`src/rtl/pwr_otg_pkg.sv`:
```
package pwr_otg_pkg;

    localparam int STAT_W           = 16;
    localparam int VBUS_BIT         = 5;
    localparam int SVALID_BIT       = 6;
    localparam int SEND_BIT         = 7;
    localparam int VBUS_CHG_SRC_BIT = 15;

    typedef struct packed {
        logic vbus_valid;
        logic sess_valid;
        logic sess_end;
    } otg_line_t;

endpackage

```
`src/rtl/pwr_holdoff.sv`:
```
module pwr_holdoff #(
    parameter int HOLD_CYC = 100_000_000,
    parameter int QUAL_W   = 32
) (
    input  logic              clk,
    input  logic              rst_n,
    input  logic              pwr_in,
    output logic [QUAL_W-1:0] irq_qual
);

    localparam int CNT_W = (HOLD_CYC > 1) ? $clog2(HOLD_CYC) : 1;
    localparam logic [CNT_W-1:0] LOAD = CNT_W'(HOLD_CYC - 1);

    typedef struct packed {
        logic             powered;
        logic             hold;
        logic [CNT_W-1:0] left;
        logic             open;
    } hold_st_t;

    hold_st_t st_d, st_q;

    always_comb begin
        st_d = st_q;
        if (!pwr_in) begin
            st_d.powered = 1'b0;
            st_d.hold    = 1'b0;
        end else if (!st_q.powered) begin
            st_d.powered = 1'b1;
            st_d.hold    = 1'b1;
            st_d.open    = 1'b0;
            st_d.left    = LOAD;
        end else if (st_q.hold) begin
            if (st_q.left == '0) begin
                st_d.hold = 1'b0;
                st_d.open = 1'b1;
            end else begin
                st_d.left = st_q.left - 1'b1;
            end
        end
    end

    always_ff @(posedge clk or negedge rst_n) begin
        if (!rst_n) st_q <= '0;
        else        st_q <= st_d;
    end

    assign irq_qual = {QUAL_W{st_q.open}};

    // a registered power rise mutes the qualifier
    a_r2_rise_mutes: assert property (@(posedge clk) disable iff (!rst_n)
        (pwr_in && !st_q.powered) |=> (irq_qual == '0));
    // the qualifier only opens while powered
    a_r3_open_needs_power: assert property (@(posedge clk) disable iff (!rst_n)
        $rose(irq_qual[0]) |-> st_q.powered);
    // staying high keeps the powered state
    a_r4_powered_stable: assert property (@(posedge clk) disable iff (!rst_n)
        (pwr_in && st_q.powered) |=> st_q.powered);
    // power loss stops the hold-off window
    a_r5_drop_stops: assert property (@(posedge clk) disable iff (!rst_n)
        !pwr_in |=> (!st_q.hold && !st_q.powered));
    // power loss never opens or closes the qualifier
    a_r6_drop_keeps_qual: assert property (@(posedge clk) disable iff (!rst_n)
        !pwr_in |=> $stable(irq_qual));

endmodule

```
`src/rtl/otg_line_status.sv`:
```
module otg_line_status
    import pwr_otg_pkg::*;
(
    input  logic              clk,
    input  logic              rst_n,
    input  logic              vbus_in,
    input  logic              sess_in,
    output logic [STAT_W-1:0] otg_stat,
    output logic              vbus_chg
);

    typedef struct packed {
        otg_line_t line;
        logic      chg;
    } line_st_t;

    line_st_t st_d, st_q;

    always_comb begin
        st_d                 = st_q;
        st_d.line.vbus_valid = vbus_in;
        st_d.line.sess_valid = sess_in;
        st_d.line.sess_end   = !sess_in;
        st_d.chg             = (vbus_in != st_q.line.vbus_valid);
    end

    always_ff @(posedge clk or negedge rst_n) begin
        if (!rst_n) st_q <= '0;
        else        st_q <= st_d;
    end

    always_comb begin
        otg_stat             = '0;
        otg_stat[VBUS_BIT]   = st_q.line.vbus_valid;
        otg_stat[SVALID_BIT] = st_q.line.sess_valid;
        otg_stat[SEND_BIT]   = st_q.line.sess_end;
    end

    assign vbus_chg = st_q.chg;

    // session bits are opposite once the first sample is taken
    a_r8_sess_complement: assert property (@(posedge clk) disable iff (!rst_n)
        1'b1 |=> (otg_stat[SVALID_BIT] != otg_stat[SEND_BIT]));
    // a pulse marks a real flip of VBUS valid
    a_r9_pulse_is_flip: assert property (@(posedge clk) disable iff (!rst_n)
        vbus_chg |-> (otg_stat[VBUS_BIT] != $past(otg_stat[VBUS_BIT])));
    // no pulse means VBUS valid held
    a_r10_quiet_is_steady: assert property (@(posedge clk) disable iff (!rst_n)
        !vbus_chg |-> $stable(otg_stat[VBUS_BIT]));

endmodule

```
`src/rtl/pwr_otg_monitor.sv`:
```
module pwr_otg_monitor
    import pwr_otg_pkg::*;
#(
    parameter int HOLD_CYC = 100_000_000,
    parameter int QUAL_W   = 32,
    parameter int SRC_W    = 32
) (
    input  logic              clk,
    input  logic              rst_n,
    input  logic              pwr_in,
    input  logic              vbus_in,
    input  logic              sess_in,
    output logic [QUAL_W-1:0] irq_qual,
    output logic [STAT_W-1:0] otg_stat,
    output logic              vbus_chg,
    output logic [SRC_W-1:0]  src_set
);

    pwr_holdoff #(
        .HOLD_CYC (HOLD_CYC),
        .QUAL_W   (QUAL_W)
    ) u_holdoff (
        .clk      (clk),
        .rst_n    (rst_n),
        .pwr_in   (pwr_in),
        .irq_qual (irq_qual)
    );

    otg_line_status u_line (
        .clk      (clk),
        .rst_n    (rst_n),
        .vbus_in  (vbus_in),
        .sess_in  (sess_in),
        .otg_stat (otg_stat),
        .vbus_chg (vbus_chg)
    );

    for (genvar i = 0; i < SRC_W; i++) begin : g_src
        if (i == VBUS_CHG_SRC_BIT) begin : g_hit
            assign src_set[i] = vbus_chg;
        end else begin : g_zero
            assign src_set[i] = 1'b0;
        end
    end

    // the set mask carries at most one bit
    a_r9_single_src: assert property (@(posedge clk) disable iff (!rst_n)
        $onehot0(src_set));

endmodule

```
`config.mk`:
```
export PLATFORM = sky130hd
export DESIGN_NAME = pwr_otg_monitor
export DESIGN_NICKNAME = d
export VERILOG_FILES = /design/src/rtl/pwr_otg_pkg.sv /design/src/rtl/pwr_holdoff.sv /design/src/rtl/otg_line_status.sv /design/src/rtl/pwr_otg_monitor.sv
export SDC_FILE = /design/constraint.sdc
export NUM_CORES = 1
export LEC_CHECK = 0
export BUFFER_PORTS_ARGS = -buffer_cell sky130_fd_sc_hd__clkbuf_2
export CORE_MARGIN = 2
export CORE_UTILIZATION = 30
export CTS_CLUSTER_SIZE = 10
export DETAILED_ROUTE_END_ITERATION = 12
export PLACE_DENSITY = 0.55
export SETUP_SLACK_MARGIN = 0.3
export SLEW_MARGIN = 40
export SYNTH_ARGS = -nofsm -noshare
export SYNTH_HDL_FRONTEND = slang
export SYNTH_SLANG_ARGS = --single-unit
```
`constraint.sdc`:
```
create_clock -name clk -period 5 [get_ports clk]
set_input_delay 1 -clock clk [delete_from_list [all_inputs] [get_ports clk]]
set_output_delay 1 -clock clk [all_outputs]
set_load 0.05 [all_outputs]
```
* Word level (Yosys, flattened, before mapping) *
Index checks and enable logic that the tools add are counted.

storage, ports and cells
  input bits = 5
  register bits = 34
  output and inout port bits = 81
  logic and storage cells = 23

cells by class
  reductions and logical operators = 4
  equal/unequal tests = 4
  add/sub/neg operators = 1
  mux-type cells = 6

operator list
  cell                     number
  $mux W29                 2
  $logic_not A27 Y1        1
  $mux W27                 1
  $sub A27 B1 Y27 const B  1
  $ne A2 B2 Y1 const B     3
  $reduce_and A3 Y1        2
  $mux W1                  2
  $mux W2                  1
  $logic_not A1 Y1         1
  $ne A1 B1 Y1             1

* Longest topological paths before layout *
Gate-level depths: netlist of the first run.

  word-level depth = 5
  depth in mapped cells = 10
  gate-level depth less buffers = 8

* Cells and area by module *
Synthesis of the first run repeated with hierarchy kept, for this count alone.

second synthesis, totals
  cells, all modules = 276
  area total of the unflattened synthesis = 2433.6 µm²

modules (own cells, without submodules)
  module           times used  seq. area each (µm²)  area each (µm²)  cells an instance
  pwr_holdoff      1           750.7                 1975.6           223
  pwr_otg_monitor  1           0.0                   244.0            33
  otg_line_status  1           100.1                 214.0            20

* Worst setup path before layout of the first run *
No wires, ideal clock.

  kind = register to register
  start point = reg u_holdoff.st_q[1] in the netlist's numbering
  end point = reg u_holdoff.st_q[22] in the netlist's numbering
  clock period less this slack = 2.174 ns
  library setup time = 0.119 ns
  data required time = 4.881 ns
  path buffers = 2
  data arrival time = 2.055 ns
  path slack = 2.826 ns
  stages on the path, launching flop included = 10
  cells stage by stage = dfrtp_1 > inv_1 > ha_1 > nor3b_2 > and4_1 > buf_6 > a211oi_2 > buf_4 > nand3_1 > o21a_1

between the ends
  cells in the longest elaborated chain, start to end = 4
  elaborated cells on any way between the ends = 7
  classes of those cells = add/sub: 1; eq/ne: 1; mux: 3; reduce/logical: 2

ends and longest elaborated chain
  item                      line               RTL
  start: declaration        pwr_holdoff.sv:21  hold_st_t st_d, st_q;
  start signal: assignment  pwr_holdoff.sv:45  else st_q <= st_d;
  $sub A27 B1 Y27           pwr_holdoff.sv:38  st_d.left = st_q.left - 1'b1;
  $mux W27                  pwr_holdoff.sv:34  if (st_q.left == '0) begin
  $mux W29                  pwr_holdoff.sv:33  end else if (st_q.hold) begin
  $mux W29                  pwr_holdoff.sv:28  end else if (!st_q.powered) begin

Several ways; a longest one is shown, not always the timed one. The select of a mux whose other input is x is not followed.
A chain may end at the register's enable or synchronous reset.

* Worst setup path in the final report of the first run *
  start point = reg u_holdoff.st_q[1] in the netlist's numbering
  end point = reg u_holdoff.st_q[24] in the netlist's numbering

Same word-level chain as after synthesis.

==> out/results.ini, run 1 <==
[yosys]
synth-simple-area-share_pct = 20.8
yosys.area_share.xor_xnor_pct = 1.04
synth_fa_ha_area_share_pct = 0.495
synth-compound-area-share_pct = 16.3
ys_seq_area_share_pct = 33.7
ys_ff_latch = 34
synthCells = 282
avgSynthCellArea_um2 = 8.96
syn_area_mm2 = 0.00253
synthArstFlopShare_pct = 100
synthMuxAreaShare_pct = 0.842
synth-edff-count = 0
yosys_warnings = 0
synth_top_family_by_area = buffers and inverters
synth_ff_type = dfrtp_1
yosysUniqueCellTypes = 55

[clocking]
cts_resized = 0
root_buffer = clkbuf_8
cts.reportedPaths.clkPinSlew_ns = 0.07
clock_path_buffers = 2
postCtsHoldBufs = 0
clock-sinks = 34
numCtsBuffers = 5
cts_tree = yes
cts_max_level = 2
insertion_delay_ns = 0.29
cts_setup_buffers = 0

[critical_path]
crit_top_cell = inv_1
cp_max_fo = 11
crit_arrival_ns = 2.75
crit_path_cell_trace = inv_1, ha_1, nor3b_2, and4_1, a211o_1, inv_1, o31a_1, o21a_1
required_ns = 5.18
endpoint_kind = register
critPathSlowestCell = dfrtp_1
max_stage_delay_ns = 0.45
cp-start-kind = register
crit_type = reg2reg

[sta]
tns_ns = 0
min_period_ns = 2.57
rsz0062_at_grt = no
finalWorstSetupSlack_ns = 2.43
worst_slew_pin_slew_ns = 0.680
finalHoldViolCount = 0
fmax_mhz = 389
min_period_over_period_pct = 51.4
relSlewSlack_pct = 54.3
drv_slew = 0
setup_viol_count_final = 0
fin_skew_ns = 0.00690

[cells_and_area]
drive_gt1_share_pct = 22.1
final_common_cell = conb_1
areaGrowthSynthToFinish_pct = -0.545
layout_common_cells = 44 x conb_1, 40 x clkbuf_2, 33 x dfrtp_1, 20 x nor2_1, 19 x a21oi_1
diodes = 0
finalNetCount = 295

[die]
core_mm2 = 0.00818
die_w_um = 95.8
die_y_um = 95.8
num_rows = 33
ios = 86
dieArea_mm2 = 0.00917
start_util_pct = 30.9

[placement]
dp_hpwl_mm = 3.50
io_buffer_count = 41
place_ws_ns = 2.36
gp_congestion = 0.820

[job]
maxCapViolations = 0

[detailed_routing]
drt_iter0_drc = 147
avgRoutedWirePerCell_um = 12.0
vias = 1858
postRouteAntennaNets = 0
viasPerCell = 4.70
drcViolationCount = 0
finalWirelength_mm = 4.72
drt_pass1_iterations = 4

[global_routing]
grt-ovfl-total = 0
grt_max_degree = 35
antenna_found_initial = 0
grt_pass1_wl_mm = 7.72
track_usage_pct = 11.0
grt_pass1_vias = 1576

[run_status]
outcome = complete, no violations

[pwr]
p_leak_nw = 1.08
p_per_area_mw_per_mm2 = 278
ir_worst_vdd_uv = 150

[hold_path]
hp-class = reg2reg

-- sequential cells by signal, indices dropped and copies added, names as in the netlist --
name / cells
u_line.otg_stat: 3
u_line.vbus_chg: 1
u_holdoff.irq_qual: 1
u_holdoff.st_q: 29
-- final cells by class --
class | instances | area [um^2]
fill | 876 | 5660
multi-input combinational | 195 | 1160
sequential | 34 | 852
timing repair buffer | 42 | 215
tap | 105 | 131
clock buffer | 5 | 68.8
inverter | 11 | 41.3
clock inverter | 3 | 40.0
-- power by group --
group | switching [mW] | internal, mW | leakage, nW | total, mW
Clock | 0.100 | 0.147 | 0.0579 | 0.247
Sequential | 0.0256 | 0.290 | 0.366 | 0.315
Combinational | 0.115 | 0.0217 | 0.660 | 0.136
Total | 0.240 | 0.458 | 1.08 | 0.698
-- final timing paths --
kind                                         end  slack, ns  cells past startpoint               start
max in group asynchronous  u_holdoff.irq_qual[0]       3.97                      1               rst_n
hold / removal                   u_line.vbus_chg       0.46                      1  u_line.otg_stat[5]
setup / recovery              u_holdoff.st_q[24]       2.43                      8   u_holdoff.st_q[1]
setup reg to reg              u_holdoff.st_q[24]       2.43                      8   u_holdoff.st_q[1]
min in group asynchronous     u_holdoff.st_q[17]       0.69                      1               rst_n
hold reg to reg                  u_line.vbus_chg       0.46                      1  u_line.otg_stat[5]
-- critical path, delay by kind of cell, from the launching register on --
kind	cells	cell delay (ns)
compound gates	3	0.70
fa+ha+maj	1	0.17
buf+inv	2	0.25
flops	1	0.45
simple gates	2	0.87
-- logic make-up after synthesis --
logic type               after synthesis
AO/OA/AOI/OAI                         58
XOR/XNOR                               3
adder cells (fa/ha/maj)                1
buffers and inverters                 96
flip-flops                            34
multiplexers                           2
other                                  1
AND/OR/NAND/NOR                       87
-- per-layer routing --
metal,global-route usage (%),vias to the layer above,share of wire [%]
met4,5.60,0,2.5
met3,2.51,10,8.4
met1,14.2,860,45
li1,-,894,-
met2,17.2,94,44
met5,0,-,0
-- synthesized netlist by cell type, types with 2 or more instances --
master | number | area (um^2)
o41ai_1 | 2 | 17.5
or4_1 | 2 | 15.0
and4_1 | 3 | 26.3
clkbuf_1 | 2 | 7.51
o21a_1 | 5 | 37.5
nand2_1 | 14 | 52.6
or3_1 | 6 | 37.5
a211oi_1 | 3 | 22.5
nor3_1 | 7 | 35.0
nand2b_1 | 2 | 12.5
nand3_1 | 9 | 45.0
inv_1 | 11 | 41.3
o31ai_1 | 2 | 15.0
nor4_1 | 3 | 18.8
a31oi_1 | 5 | 31.3
o31a_1 | 2 | 17.5
nand4_1 | 7 | 43.8
o21ai_0 | 4 | 20.0
nor2_1 | 20 | 75.1
a2bb2oi_1 | 2 | 17.5
o311ai_0 | 4 | 35.0
a21oi_1 | 19 | 95.1
xor2_1 | 2 | 17.5
nor4_4 | 2 | 42.5
dfrtp_1 | 34 | 851
buf_4 | 81 | 608
-- metrics by stage --
stage	std cells	area (um^2)	power, mW	hold WS (ns)	util (%)
final	395	2510	0.698	0.463	30.7
after floorplan	325	2690	0.464	0.450	-
after detailed placement	387	2400	0.457	0.454	29.4
after global placement	387	2400	0.457	0.446	29.4
after CTS	395	2510	0.706	0.464	30.7
after global routing	395	2510	0.733	0.501	30.7
(Power assumes the default switching activity.)
==> run 2, diff against run 1 <==
- ABC_AREA: not set -> 1
- PLACE_DENSITY: 0.55 -> 0.57
- clock period: 5 -> 2.2 ns (I/O delays scaled with it)
==> run 2 against run 1 <==
Net effect: sequential power is 120% higher; clock power is 140% higher; first-iteration DRC count is 24% lower.
==> out/results.ini, run 2 <==
[cells_and_area]
finalNetCount = 404
nFillCells = 924
seqCellArea_um2 = 851
regMostFlops = u_holdoff.st_q
fin_util_pct = 31.8
diodes = 0
multiInputGateArea_mm2 = 0.00126
largest_reg_flops = 29
drive_gt1_share_pct = 19.0
areaGrowthSynthToFinish_pct = 3.07
design_area_mm2 = 0.00277
final_common_cell = nand2_1
layout_common_cells = 73 x nand2_1, 60 x nor2_1, 44 x conb_1, 41 x clkbuf_2, 36 x inv_1

[global_routing]
grt_pass1_vias = 1896
grt-ovfl-total = 0
antenna_found_initial = 0
track_usage_pct = 11.5
grt_max_degree = 35
grt_pass1_wl_mm = 9.21

[clocking]
cts_tree = yes
cts.reportedPaths.clkPinSlew_ns = 0.08
cts_setup_buffers = 0
postCtsHoldBufs = 0
root_buffer = clkbuf_8
clock-sinks = 34
clock_path_buffers = 2
numCtsBuffers = 5
cts_max_level = 2
insertion_delay_ns = 0.29

[die]
num_rows = 34
dieArea_mm2 = 0.00974
start_util_pct = 30.9
die_w_um = 98.7
ios = 86
die_y_um = 98.7
core_mm2 = 0.00872

[yosys]
synthTopCellsByCount = 79 x buf_4, 73 x nand2_1, 61 x nor2_1
synth-edff-count = 0
ys_seq_area_share_pct = 31.6
yosysTopAreaCell = dfrtp_1
ys_ff_latch = 34
synth_most_common_cell = buf_4
synthTopCellsByArea = dfrtp_1 32%, buf_4 22%, nand2_1 10%
synthArstFlopShare_pct = 100
yosys_warnings = 0
synth_ff_type = dfrtp_1
yosysUniqueCellTypes = 28
syn_area_mm2 = 0.00269
avgSynthCellArea_um2 = 7.06
synthCells = 381
synth_top_area_share_pct = 31.6

[placement]
gp_congestion = 0.845
io_buffer_count = 41
dpl_cell_area_mm2 = 0.00264
dp_hpwl_mm = 4.15

[sta]
setup_viol_count_final = 0
min_period_over_period_pct = 80.4
tns_ns = 0
min_period_ns = 1.77
rsz0062_at_grt = yes
fmax_mhz = 565
drv_slew = 0
finalHoldViolCount = 0
fin_skew_ns = 0.00618

[detailed_routing]
viasPerCell = 4.30
avgRoutedWirePerCell_um = 10.8
postRouteAntennaNets = 0
drt_pass1_iterations = 5
drcViolationCount = 0
finalWirelength_mm = 5.48
vias = 2180
drt_iter0_drc = 111

[critical_path]
endpoint_kind = register
required_ns = 2.37
worstSetupPathDepth = 10
crit_buf_inv = 2
critPathSlowestCell = dfrtp_1
reg2reg_from = u_holdoff.st_q[2]
path_delay_family = simple AND/OR/NAND/NOR gates
r2r-end = u_holdoff.st_q[1]
endpoint = u_holdoff.st_q[1]
max_stage_delay_ns = 0.38
crit_path_cell_trace = inv_1, ha_4, nand2_2, nor2_8, nand2_2, nor2_4, nand2_2, nand2_4, buf_4, o21ai_0
crit_type = reg2reg
crit_top_cell = nand2_2
rr_worst_depth = 10
crit_arrival_ns = 1.94
cp-start-kind = register
cp-startpoint = u_holdoff.st_q[2]
r2r_slack_ns = 0.43
cp_max_fo = 11

[pwr]
p_leak_nw = 1.36
power_mw = 2.01
p_per_area_mw_per_mm2 = 723
ir_worst_vdd_uv = 367

[job]
maxCapViolations = 0

[hold_path]
hp-class = in2async

[run_status]
outcome = complete, no violations

-- run 2: cells by family (layout without fill, tap and decap cells) --
logic type | Yosys count | in the layout | share of synthesized area (%)
AND/OR/NAND/NOR | 188 | 188 | 30.9
buffers and inverters | 121 | 96 | 28.3
flip-flops | 34 | 34 | 31.6
AO/OA/AOI/OAI | 29 | 29 | 6.32
XOR/XNOR | 7 | 7 | 2.28
adder cells (fa/ha/maj) | 1 | 1 | 0.465
other | 1 | 44 | 0.139
-- run 2: where the power goes --
part           switching [mW]  internal, mW
clock                   0.251         0.337
sequential             0.0384         0.663
combinational           0.603         0.114
-- run 2: worst min-delay path by stage --
| stage | from | endpoint | slack (ns) | depth (start not counted) |
|---|---|---|---|---|
| final | rst_n | u_holdoff.st_q[7] | 0.18 | 2 |
| after floorplan | rst_n | u_holdoff.irq_qual[0] | 0.14 | 0 |
| after global placement | u_line.otg_stat[5] | u_line.vbus_chg | 0.45 | 1 |
| after detailed placement | u_line.otg_stat[5] | u_line.vbus_chg | 0.46 | 1 |
| after global routing | rst_n | u_holdoff.st_q[7] | 0.22 | 2 |
| after CTS | rst_n | u_holdoff.st_q[21] | 0.18 | 2 |
-- run 2: cell type report --
type                       count  share of cell area [%]
tap                          108                    4.87
clock inverter                 3                    1.62
multi-input combinational    269                    45.4
timing repair buffer          49                    9.56
inverter                      39                    5.37
clock buffer                   5                    2.48
sequential                    34                    30.7
-- run 2: routing by layer --
metal  up-vias  global-route usage (%)  wire length (um)
li1       1104                       -                 -
met1       980                    15.6              2660
met2        91                    18.9              2470
met3         5                    2.20               316
met4         0                    2.74                36
met5         -                       0                 0
-- run 2: metrics by stage --
step / std cells / hold WS [ns] / setup slack (ns)
after floorplan: 424 / 0.144 / 0.441
after global placement: 499 / 0.451 / 0.354
after detailed placement: 499 / 0.462 / 0.308
after CTS: 507 / 0.183 / 0.347
after global routing: 507 / 0.216 / 0.290
final: 507 / 0.177 / 0.430
-- run 2: what timing repair did --
action / in CTS / in global routing
cloned: 0 / 0
pin swaps: 0 / 0
hold endpoints to repair: 0 / 0
resized for setup: 1 / 5
setup endpoints to repair: 1 / 25
